## src/rtl/uart_tx_pkg.sv

```systemverilog
package uart_tx_pkg;

  localparam int MAX_BITS = 8;
  localparam int CTL_W    = 7;
  localparam int BRK_BIT  = 6;

  typedef enum logic [2:0] {
    ST_IDLE,
    ST_START,
    ST_DATA,
    ST_PAR,
    ST_STOP
  } tx_state_e;

  // Packed so that ctl_word[5:0] maps straight onto it.
  typedef struct packed {
    logic       stick;
    logic       even;
    logic       par_en;
    logic       stop_ext;
    logic [1:0] wlen;
  } frame_cfg_t;

  function automatic int data_bits(input logic [1:0] w);
    return 5 + int'(w);
  endfunction

  // The stop period is counted in ticks, so the half bit needs no extra state.
  function automatic int stop_ticks(input frame_cfg_t c, input int tpb);
    if (!c.stop_ext)
      return tpb;
    if (c.wlen == 2'b00)
      return tpb + tpb / 2;
    return 2 * tpb;
  endfunction

  function automatic logic parity_bit(input frame_cfg_t c,
                                      input logic [MAX_BITS-1:0] d);
    logic acc;
    acc = 1'b0;
    for (int i = 0; i < MAX_BITS; i++)
      if (i < data_bits(c.wlen))
        acc = acc ^ d[i];
    if (c.stick)
      return ~c.even;
    return c.even ? acc : ~acc;
  endfunction

endpackage

```

## src/rtl/uart_tx_tickcnt.sv

```systemverilog
module uart_tx_tickcnt #(
  parameter int CW = 6
) (
  input  logic          clk,
  input  logic          rst_n,
  input  logic          clr,
  input  logic          tick,
  input  logic [CW-1:0] limit,
  output logic          done
);

  logic [CW-1:0] cnt_q;

  assign done = tick && (cnt_q == limit - CW'(1));

  always_ff @(posedge clk or negedge rst_n) begin
    if (!rst_n)
      cnt_q <= '0;
    else if (clr || done)
      cnt_q <= '0;
    else if (tick)
      cnt_q <= cnt_q + CW'(1);
  end

endmodule

```

## src/rtl/uart_tx_seq.sv

```systemverilog
module uart_tx_seq
  import uart_tx_pkg::*;
#(
  parameter int TPB = 16,
  parameter int CW  = 6
) (
  input  logic                clk,
  input  logic                rst_n,
  input  logic                in_valid,
  input  logic [MAX_BITS-1:0] in_data,
  input  frame_cfg_t          cfg_in,
  input  logic                phase_done,
  output logic                in_ready,
  output logic                frame_start,
  output logic                busy,
  output logic                ser_bit,
  output logic [CW-1:0]       limit
);

  localparam int IW = $clog2(MAX_BITS);

  tx_state_e           state_q;
  frame_cfg_t          cfg_q;
  logic [MAX_BITS-1:0] shreg_q;
  logic [IW-1:0]       idx_q;
  logic                par_q;
  logic                last_data;

  assign in_ready    = (state_q == ST_IDLE);
  assign frame_start = in_ready && in_valid;
  assign busy        = (state_q != ST_IDLE);
  assign last_data   = (int'(idx_q) == data_bits(cfg_q.wlen) - 1);

  always_comb begin
    limit = CW'(TPB);
    if (state_q == ST_STOP)
      limit = CW'(stop_ticks(cfg_q, TPB));
  end

  always_comb begin
    unique case (state_q)
      ST_START: ser_bit = 1'b0;
      ST_DATA:  ser_bit = shreg_q[0];
      ST_PAR:   ser_bit = par_q;
      default:  ser_bit = 1'b1;
    endcase
  end

  always_ff @(posedge clk or negedge rst_n) begin
    if (!rst_n) begin
      state_q <= ST_IDLE;
      cfg_q   <= '0;
      shreg_q <= '0;
      idx_q   <= '0;
      par_q   <= 1'b0;
    end else if (frame_start) begin
      state_q <= ST_START;
      cfg_q   <= cfg_in;
      shreg_q <= in_data;
      idx_q   <= '0;
      par_q   <= parity_bit(cfg_in, in_data);
    end else if (phase_done) begin
      unique case (state_q)
        ST_START: state_q <= ST_DATA;
        ST_DATA: begin
          shreg_q <= shreg_q >> 1;
          idx_q   <= idx_q + IW'(1);
          if (last_data)
            state_q <= cfg_q.par_en ? ST_PAR : ST_STOP;
        end
        ST_PAR:  state_q <= ST_STOP;
        ST_STOP: state_q <= ST_IDLE;
        default: state_q <= ST_IDLE;
      endcase
    end
  end

endmodule

```

## src/rtl/uart_tx_line.sv

```systemverilog
module uart_tx_line (
  input  logic ser_bit,
  input  logic brk,
  output logic txd
);

  // The break gate comes after the sequencer and is not registered, so it takes effect in the same cycle.
  assign txd = ser_bit && !brk;

endmodule

```

## src/rtl/uart_tx_frame.sv

```systemverilog
module uart_tx_frame
  import uart_tx_pkg::*;
#(
  parameter int TICKS_PER_BIT = 16
) (
  input  logic                clk,
  input  logic                rst_n,
  input  logic                tick16,
  input  logic                in_valid,
  output logic                in_ready,
  input  logic [MAX_BITS-1:0] in_data,
  input  logic [CTL_W-1:0]    ctl_word,
  output logic                txd,
  output logic                busy
);

  localparam int CW = $clog2(2 * TICKS_PER_BIT + 1);

  frame_cfg_t    cfg_live;
  logic          brk;
  logic          frame_start;
  logic          phase_done;
  logic          ser_bit;
  logic [CW-1:0] limit;

  assign cfg_live = frame_cfg_t'(ctl_word[5:0]);
  assign brk      = ctl_word[BRK_BIT];

  uart_tx_tickcnt #(.CW(CW)) u_cnt (
    .clk   (clk),
    .rst_n (rst_n),
    .clr   (frame_start),
    .tick  (tick16),
    .limit (limit),
    .done  (phase_done)
  );

  uart_tx_seq #(.TPB(TICKS_PER_BIT), .CW(CW)) u_seq (
    .clk         (clk),
    .rst_n       (rst_n),
    .in_valid    (in_valid),
    .in_data     (in_data),
    .cfg_in      (cfg_live),
    .phase_done  (phase_done),
    .in_ready    (in_ready),
    .frame_start (frame_start),
    .busy        (busy),
    .ser_bit     (ser_bit),
    .limit       (limit)
  );

  uart_tx_line u_line (
    .ser_bit (ser_bit),
    .brk     (brk),
    .txd     (txd)
  );

endmodule

```

## config.mk

```make
export PLATFORM = sky130hd
export DESIGN_NAME = uart_tx_frame
export DESIGN_NICKNAME = d
export VERILOG_FILES = /design/src/rtl/uart_tx_pkg.sv /design/src/rtl/uart_tx_tickcnt.sv /design/src/rtl/uart_tx_seq.sv /design/src/rtl/uart_tx_line.sv /design/src/rtl/uart_tx_frame.sv
export SDC_FILE = /design/constraint.sdc
export NUM_CORES = 1
export LEC_CHECK = 0
export CORE_MARGIN = 8
export CORE_UTILIZATION = 45
export DETAILED_ROUTE_END_ITERATION = 10
export GPL_TIMING_DRIVEN = 0
export PLACE_DENSITY_LB_ADDON = 0.25
export SLEW_MARGIN = 10
export SYNTH_ARGS = -nofsm -noshare
export SYNTH_HDL_FRONTEND = slang
export SYNTH_SLANG_ARGS = --single-unit
```

## constraint.sdc

```tcl
create_clock -name clk -period 2.1 [get_ports clk]
set_clock_uncertainty 0.1 [all_clocks]
set_input_delay 0.42 -clock clk [delete_from_list [all_inputs] [get_ports clk]]
set_output_delay 0.42 -clock clk [all_outputs]
set_load 0.02 [all_outputs]
```

==> flow_summary.toml, run 1 <==
[floorplanning]
core_region_area_um2 = 3080
die_height_um = 73.2
die-area_um2 = 5360
die_x_um = 73.2
initial_utilization_pct = 47.8
num_io_pins = 22
rows = 20

[global_route]
grt_use_total_pct = 12.9
antenna_found_initial = 0
grt_max_degree = 26
overflow = 0
grt_pass1_wl_um = 5400
grt_pass1_vias = 1199

[timing]
maxSlewHeadroom_pct = 62.5
setup_viol = 21
drv_slew = 0
setup_ws_ns = -0.195
fin_crit_sh_pct = 109
fmax_mhz = 436
hold_ws_ns = 0.362
hold_viol_final = 0
rsz0062_at_grt = "yes"
worst_slew_pin_slew_ns = 0.563
finalCriticalPeriod_ns = 2.29

[min_path]
hp-start = "tick16"
hp-class = "in -> reg"

[logic_synthesis]
yosys_warnings = 0
ys_ff_latch = 25
synth_edf_count = 0
synth_cell_types = 37
avgSynthCellArea_um2 = 9.75
post_synth_inst_count = 151
synth-main-ff-cell = "dfrtp_1"
async_flop_share_pct = 100
ys_seq_area_share_pct = 42.5
synth_nets = 176
netlist_area_um2 = 1470

[power_and_ir_drop]
peakVddDrop_mv = 0.658
fin_total_pwr_mw = 2.05
power_density_nw_per_um2 = 1080
leakage_nw = 0.877
seqPwrFrac_pct = 43.5
netSwitchingPower_mw = 0.786
p_clk_share_pct = 10.7
combPwrFrac_pct = 45.8
switching_share_pct = 38.3
p_int_mw = 1.26

[cts]
cts_buffers = 3
clockBufferDepth = 2
cts.htree.levels = 1
cts_tree = "built"
insertion_delay_ns = 0.32
root_buffer = "clkbuf_4"
numClockSinks = 25
clkSlewWorstSetupHoldPaths_ns = 0.13

[setup_path]
crit_path_start_kind = "flip-flop"
cp_data_arrival_time_ns = 2.41
crit_path_start = "u_seq.state_q[1]$_DFFE_PN0P_"
required_ns = 2.22
r2r-start = "u_seq.state_q[1]$_DFFE_PN0P_"
crit_path_max_fanout = 5
criticalPathCategory = "reg -> reg"
critPathCaptureType = "flip-flop"

[final_layout]
syn_to_final_growth_pct = 29.3
seq_area_um2 = 627
num_antenna_cells = 0
drive_gt1_share_pct = 25.0
layout_commonest_cell = "dfrtp_1"
multiInputGateArea_um2 = 835
num-nets-final = 214
nFillCells = 261
final_cell_mix = "dfrtp_1 (24), clkdlybuf4s50_1 (16), nand2_1 (15)"
final_area_um2 = 1900

[routing]
detail_route.iter0.violations = 35
routedWlPerCell_um = 13.9
vias = 1171
ant_nets = 0
via_per_inst = 5.05
wirelength_um = 3220
firstDrtPassIters = 5
drcViolationCount = 0

[status]
outcome = "complete, but fails checks"
violations = "negative setup slack"

[place]
gp_congestion = 0.862
portBuffers = 20
place_hpwl_um = 2270
placed_area_um2 = 1740

[run]
maxCapViolations = 0
## metal layers
metal  routed length, um  global-route usage (%)  vias up
li1                    -                       -      592
met1                1440                    15.2      559
met2                1610                    21.6       18
met3                 145                    2.88        2
met4                  22                    5.56        0
met5                   0                       0        -
## worst max-delay path, cell delays in order (launching register included)
cell and delay, ns:
dfrtp_2 0.46, nand4bb_4 0.24, nor2_2 0.17, ha_4 0.21
xor2_1 0.14, nor3_2 0.24, o21a_2 0.21, o22ai_2 0.09
mux2_1 0.33
## metrics by stage
stage	TNS, ns	cells	setup slack [ns]	utilization [%]
global placement	-1.92	215	-0.197	56.4
finish	-2.76	232	-0.195	61.9
global route	-5.19	232	-0.297	61.9
detailed placement	-3.32	215	-0.264	56.4
floorplan	-0.0556	151	-0.0556	-
CTS	-2.03	228	-0.180	60.2
## kinds of logic after synthesis
kind of cell	synth area share [%]
XOR/XNOR	9.26
AND/OR/NAND/NOR	18.4
adder cells (fa/ha/maj)	5.10
AO/OA/AOI/OAI	13.8
buffers and inverters	4.76
flip-flops	42.5
multiplexers	6.20
## synth_stat cells, types with 2 or more instances
cell / instances / area (um2)
o21ai_0: 5 / 25.0
nor2_2: 6 / 37.5
a21boi_0: 2 / 15.0
nand2b_1: 2 / 12.5
nand4_1: 2 / 12.5
dfrtp_1: 25 / 626
o21a_1: 4 / 30.0
or3_1: 2 / 12.5
mux2i_1: 8 / 80.1
ha_1: 6 / 75.1
nor2_1: 13 / 48.8
inv_1: 9 / 33.8
xnor2_1: 7 / 61.3
xor2_1: 6 / 52.6
nor3_1: 4 / 20.0
buf_2: 2 / 10.0
nand2_1: 15 / 56.3
buf_6: 2 / 22.5
nand3_1: 3 / 15.0
a21oi_1: 11 / 55.1
## path summary, 6_finish.rpt
kind | slack (ns) | cells past startpoint | endpoint
max | -0.19 | 8 | u_seq.state_q[2]$_DFFE_PN0P_
min | 0.36 | 3 | u_cnt.cnt_q[1]$_DFFE_PN0P_
max reg2reg | -0.19 | 8 | u_seq.state_q[2]$_DFFE_PN0P_
min reg2reg | 0.41 | 2 | u_seq.shreg_q[7]$_DFFE_PN0P_
max in group asynchronous | 0.98 | 2 | u_seq.state_q[1]$_DFFE_PN0P_
min in group asynchronous | 0.51 | 2 | u_seq.cfg_q[1]$_DFFE_PN0P_
## cell type report
cell class,instances,area share (%)
well taps,44,2.89
multi-input cells,112,43.8
clock inverters,1,0.263
flip-flops and latches,25,32.9
repair buffers,33,15.1
plain buffers,5,1.91
inverters,9,1.91
clock buffers,3,1.18
## power groups by stage
| stage | logic, mW | registers (mW) | clock network [mW] |
|---|---|---|---|
| 6_report | 0.938 | 0.892 | 0.220 |
| 4_1_cts | 0.877 | 0.881 | 0.231 |
| 2_1_floorplan | 0.583 | 0.853 | 0 |
| 3_5_place_dp | 0.756 | 0.905 | 0 |
| 5_1_grt | 1.05 | 0.925 | 0.247 |
| 3_3_place_gp | 0.723 | 0.891 | 0 |
## flip-flops by register name, summed over array words and instances (netlist names)
signal,flops
u_seq.cfg_q,4
u_cnt.cnt_q,6
u_seq.shreg_q,8
u_seq.idx_q,3
u_seq.state_q,3
u_seq.par_q,1
## what timing repair did
| action | 4_1_cts | 5_1_grt |
|---|---|---|
| endpoints found under the hold margin | 0 | 14 |
| gates cloned | 0 | 1 |
| setup endpoints to repair | 23 | 23 |
| pin swaps | 15 | 4 |
| resized for setup | 14 | 11 |
| buffers inserted | 9 | 2 |
| hold buffers | 0 | 1 |
Note: power is estimated with default switching activity, not from simulation.
==> run 2, diff against run 1 <==
--- a/config.mk
+++ b/config.mk
@@ -6,10 +6,11 @@
 export NUM_CORES = 1
 export LEC_CHECK = 0
 export CORE_MARGIN = 8
-export CORE_UTILIZATION = 45
+export CORE_UTILIZATION = 48
 export DETAILED_ROUTE_END_ITERATION = 10
 export GPL_TIMING_DRIVEN = 0
-export PLACE_DENSITY_LB_ADDON = 0.25
+export MAX_ROUTING_LAYER = met4
+export PLACE_DENSITY = 0.75
 export SLEW_MARGIN = 10
 export SYNTH_ARGS = -nofsm -noshare
 export SYNTH_HDL_FRONTEND = slang
==> run 2 against run 1 <==
The flow still finishes with violations (negative setup slack). Flip-flop and latch count stayed put. Critical path depth is 1 higher. Combinational power rose by 0.5%. Sequential power about the same. Largest power group unchanged.
==> flow_summary.toml, run 2 (synthesized netlist as in run 1, its figures left out) <==
[timing]
fmax_mhz = 437
worst_slew_pin_slew_ns = 0.562
drv_slew = 0
fin_crit_sh_pct = 109
setup_viol = 21
tns_ns = -1.86
maxSlewHeadroom_pct = 62.5
finalCriticalPeriod_ns = 2.29
rsz0062_at_grt = "yes"
setup_ws_ns = -0.188
hold_viol_final = 0

[power_and_ir_drop]
switching_share_pct = 38.3
peakVddDrop_mv = 0.630
leakage_nw = 0.893
seqPwrFrac_pct = 43.5
combPwrFrac_pct = 45.9
p_int_mw = 1.27
fin_total_pwr_mw = 2.06
power_density_nw_per_um2 = 1100
p_clk_share_pct = 10.7
netSwitchingPower_mw = 0.788

[place]
dp_cells = 204
place_hpwl_um = 2220
gp_congestion = 0.864
portBuffers = 20
pre_cts_ws_ns = -0.242

[setup_path]
required_ns = 2.20
crit_family = "simple AND/OR/NAND/NOR gates"
crit_path_max_fanout = 5
crit_buf_inv = 1
slowest_stage = "dfrtp_1"
crit_path_start_kind = "flip-flop"
crit_chain = "nand4bb_4 -> nor2_1 -> ha_1 -> xor2_1 -> nor3_2 -> o211ai_2 -> buf_6 -> mux2i_1 -> a21oi_1"
max_stage_delay_ns = 0.44
cp_data_arrival_time_ns = 2.39
critPathCaptureType = "flip-flop"
criticalPathCategory = "reg -> reg"

[routing]
drcViolationCount = 0
routedWlPerCell_um = 13.8
vias = 1211
ant_nets = 0
wirelength_um = 3060
detail_route.iter0.violations = 27
firstDrtPassIters = 4
via_per_inst = 5.45

[global_route]
grt_busiest_layer = "met2"
use_met3_pct = 1.81
antenna_found_initial = 0
overflow = 0
grt_pass1_wl_um = 5420
grt_pass1_vias = 1241
grtUsageMet1_pct = 16.7
grt_max_degree = 26
grt_use_total_pct = 13.5
grtUsageMet2_pct = 21.0

[floorplanning]
rows = 20
die_x_um = 71.4
initial_utilization_pct = 49.5
die_height_um = 71.4
core_region_area_um2 = 2980
die-area_um2 = 5100
num_io_pins = 22

[cts]
cts_tree = "built"
numClockSinks = 25
clkSlewWorstSetupHoldPaths_ns = 0.14
cts.htree.levels = 1
cts_buffers = 3
root_buffer = "clkbuf_4"
insertion_delay_ns = 0.32
clockBufferDepth = 2

[final_layout]
nFillCells = 253
layoutNonFillerInstCount = 222
reg.largest.list = "u_seq.shreg_q x8, u_cnt.cnt_q x6, u_seq.cfg_q x4"
final_cell_mix = "dfrtp_1 (25), clkdlybuf4s50_1 (16), nand2_1 (15)"
num_antenna_cells = 0
multiInputGateArea_um2 = 811
largest_reg_flops = 8
syn_to_final_growth_pct = 27.3
fin_util_pct = 62.9
seq_area_um2 = 626
layout_commonest_cell = "dfrtp_1"
drive_gt1_share_pct = 23.3
num-nets-final = 215
regMostFlops = "u_seq.shreg_q"

[min_path]
hp-class = "in -> reg"

[status]
outcome = "complete, but fails checks"
violations = "negative setup slack"

[run]
maxCapViolations = 0
[run 2: final cells by class]
| class | count | area share (%) |
|---|---|---|
| plain buffers | 5 | 1.94 |
| clock buffers | 3 | 1.20 |
| clock inverters | 1 | 0.267 |
| inverters | 9 | 1.80 |
| multi-input cells | 112 | 43.3 |
| flip-flops and latches | 25 | 33.4 |
| well taps | 33 | 2.20 |
| repair buffers | 34 | 16.0 |
[run 2: timing repair]
| action | 4_1_cts | 5_1_grt |
|---|---|---|
| hold endpoints to repair | 0 | 14 |
| gates cloned | 1 | 0 |
| resized for setup | 8 | 12 |
| endpoints found under the setup margin | 23 | 22 |
| pin swaps | 16 | 6 |
| hold buffers | 0 | 1 |
| buffers inserted | 8 | 4 |
[run 2: tightest hold or removal path, cell delays in order]
cell     delay, ns
buf_2         0.15
xnor2_1       0.14
nor2_2        0.04
[run 2: path summary, 6_finish.rpt]
path / startpoint / end / slack [ns] / depth (start not counted)
max in group asynchronous: rst_n / u_seq.cfg_q[0]$_DFFE_PN0P_ / 1.02 / 2
min reg2reg: u_seq.par_q$_DFFE_PN0P_ / u_seq.par_q$_DFFE_PN0P_ / 0.42 / 2
max reg2reg: u_seq.state_q[1]$_DFFE_PN0P_ / u_seq.shreg_q[3]$_DFFE_PN0P_ / -0.19 / 9
min in group asynchronous: rst_n / u_seq.state_q[2]$_DFFE_PN0P_ / 0.50 / 2
min: tick16 / u_cnt.cnt_q[0]$_DFFE_PN0P_ / 0.34 / 3
max: u_seq.state_q[1]$_DFFE_PN0P_ / u_seq.shreg_q[3]$_DFFE_PN0P_ / -0.19 / 9
[run 2: through the flow]
step	hold WS (ns)	instance area [um2]
3_5_place_dp	0.382	1720
5_1_grt	0.326	1870
2_1_floorplan	0.0244	1480
6_report	0.343	1870
3_3_place_gp	0.377	1720
4_1_cts	0.324	1820
[run 2: power by group through the flow]
stage | logic (mW) | registers [mW] | clock network [mW]
final | 0.943 | 0.894 | 0.220
after detailed placement | 0.759 | 0.908 | 0
after global routing | 1.06 | 0.924 | 0.248
after global placement | 0.722 | 0.898 | 0
after CTS | 0.847 | 0.885 | 0.230
after floorplan | 0.583 | 0.853 | 0
[run 2: per-layer routing]
layer	up-vias	wire [um]
met5	-	0
met4	0	53
met3	4	72
met2	24	1490
met1	589	1450
li1	594	-
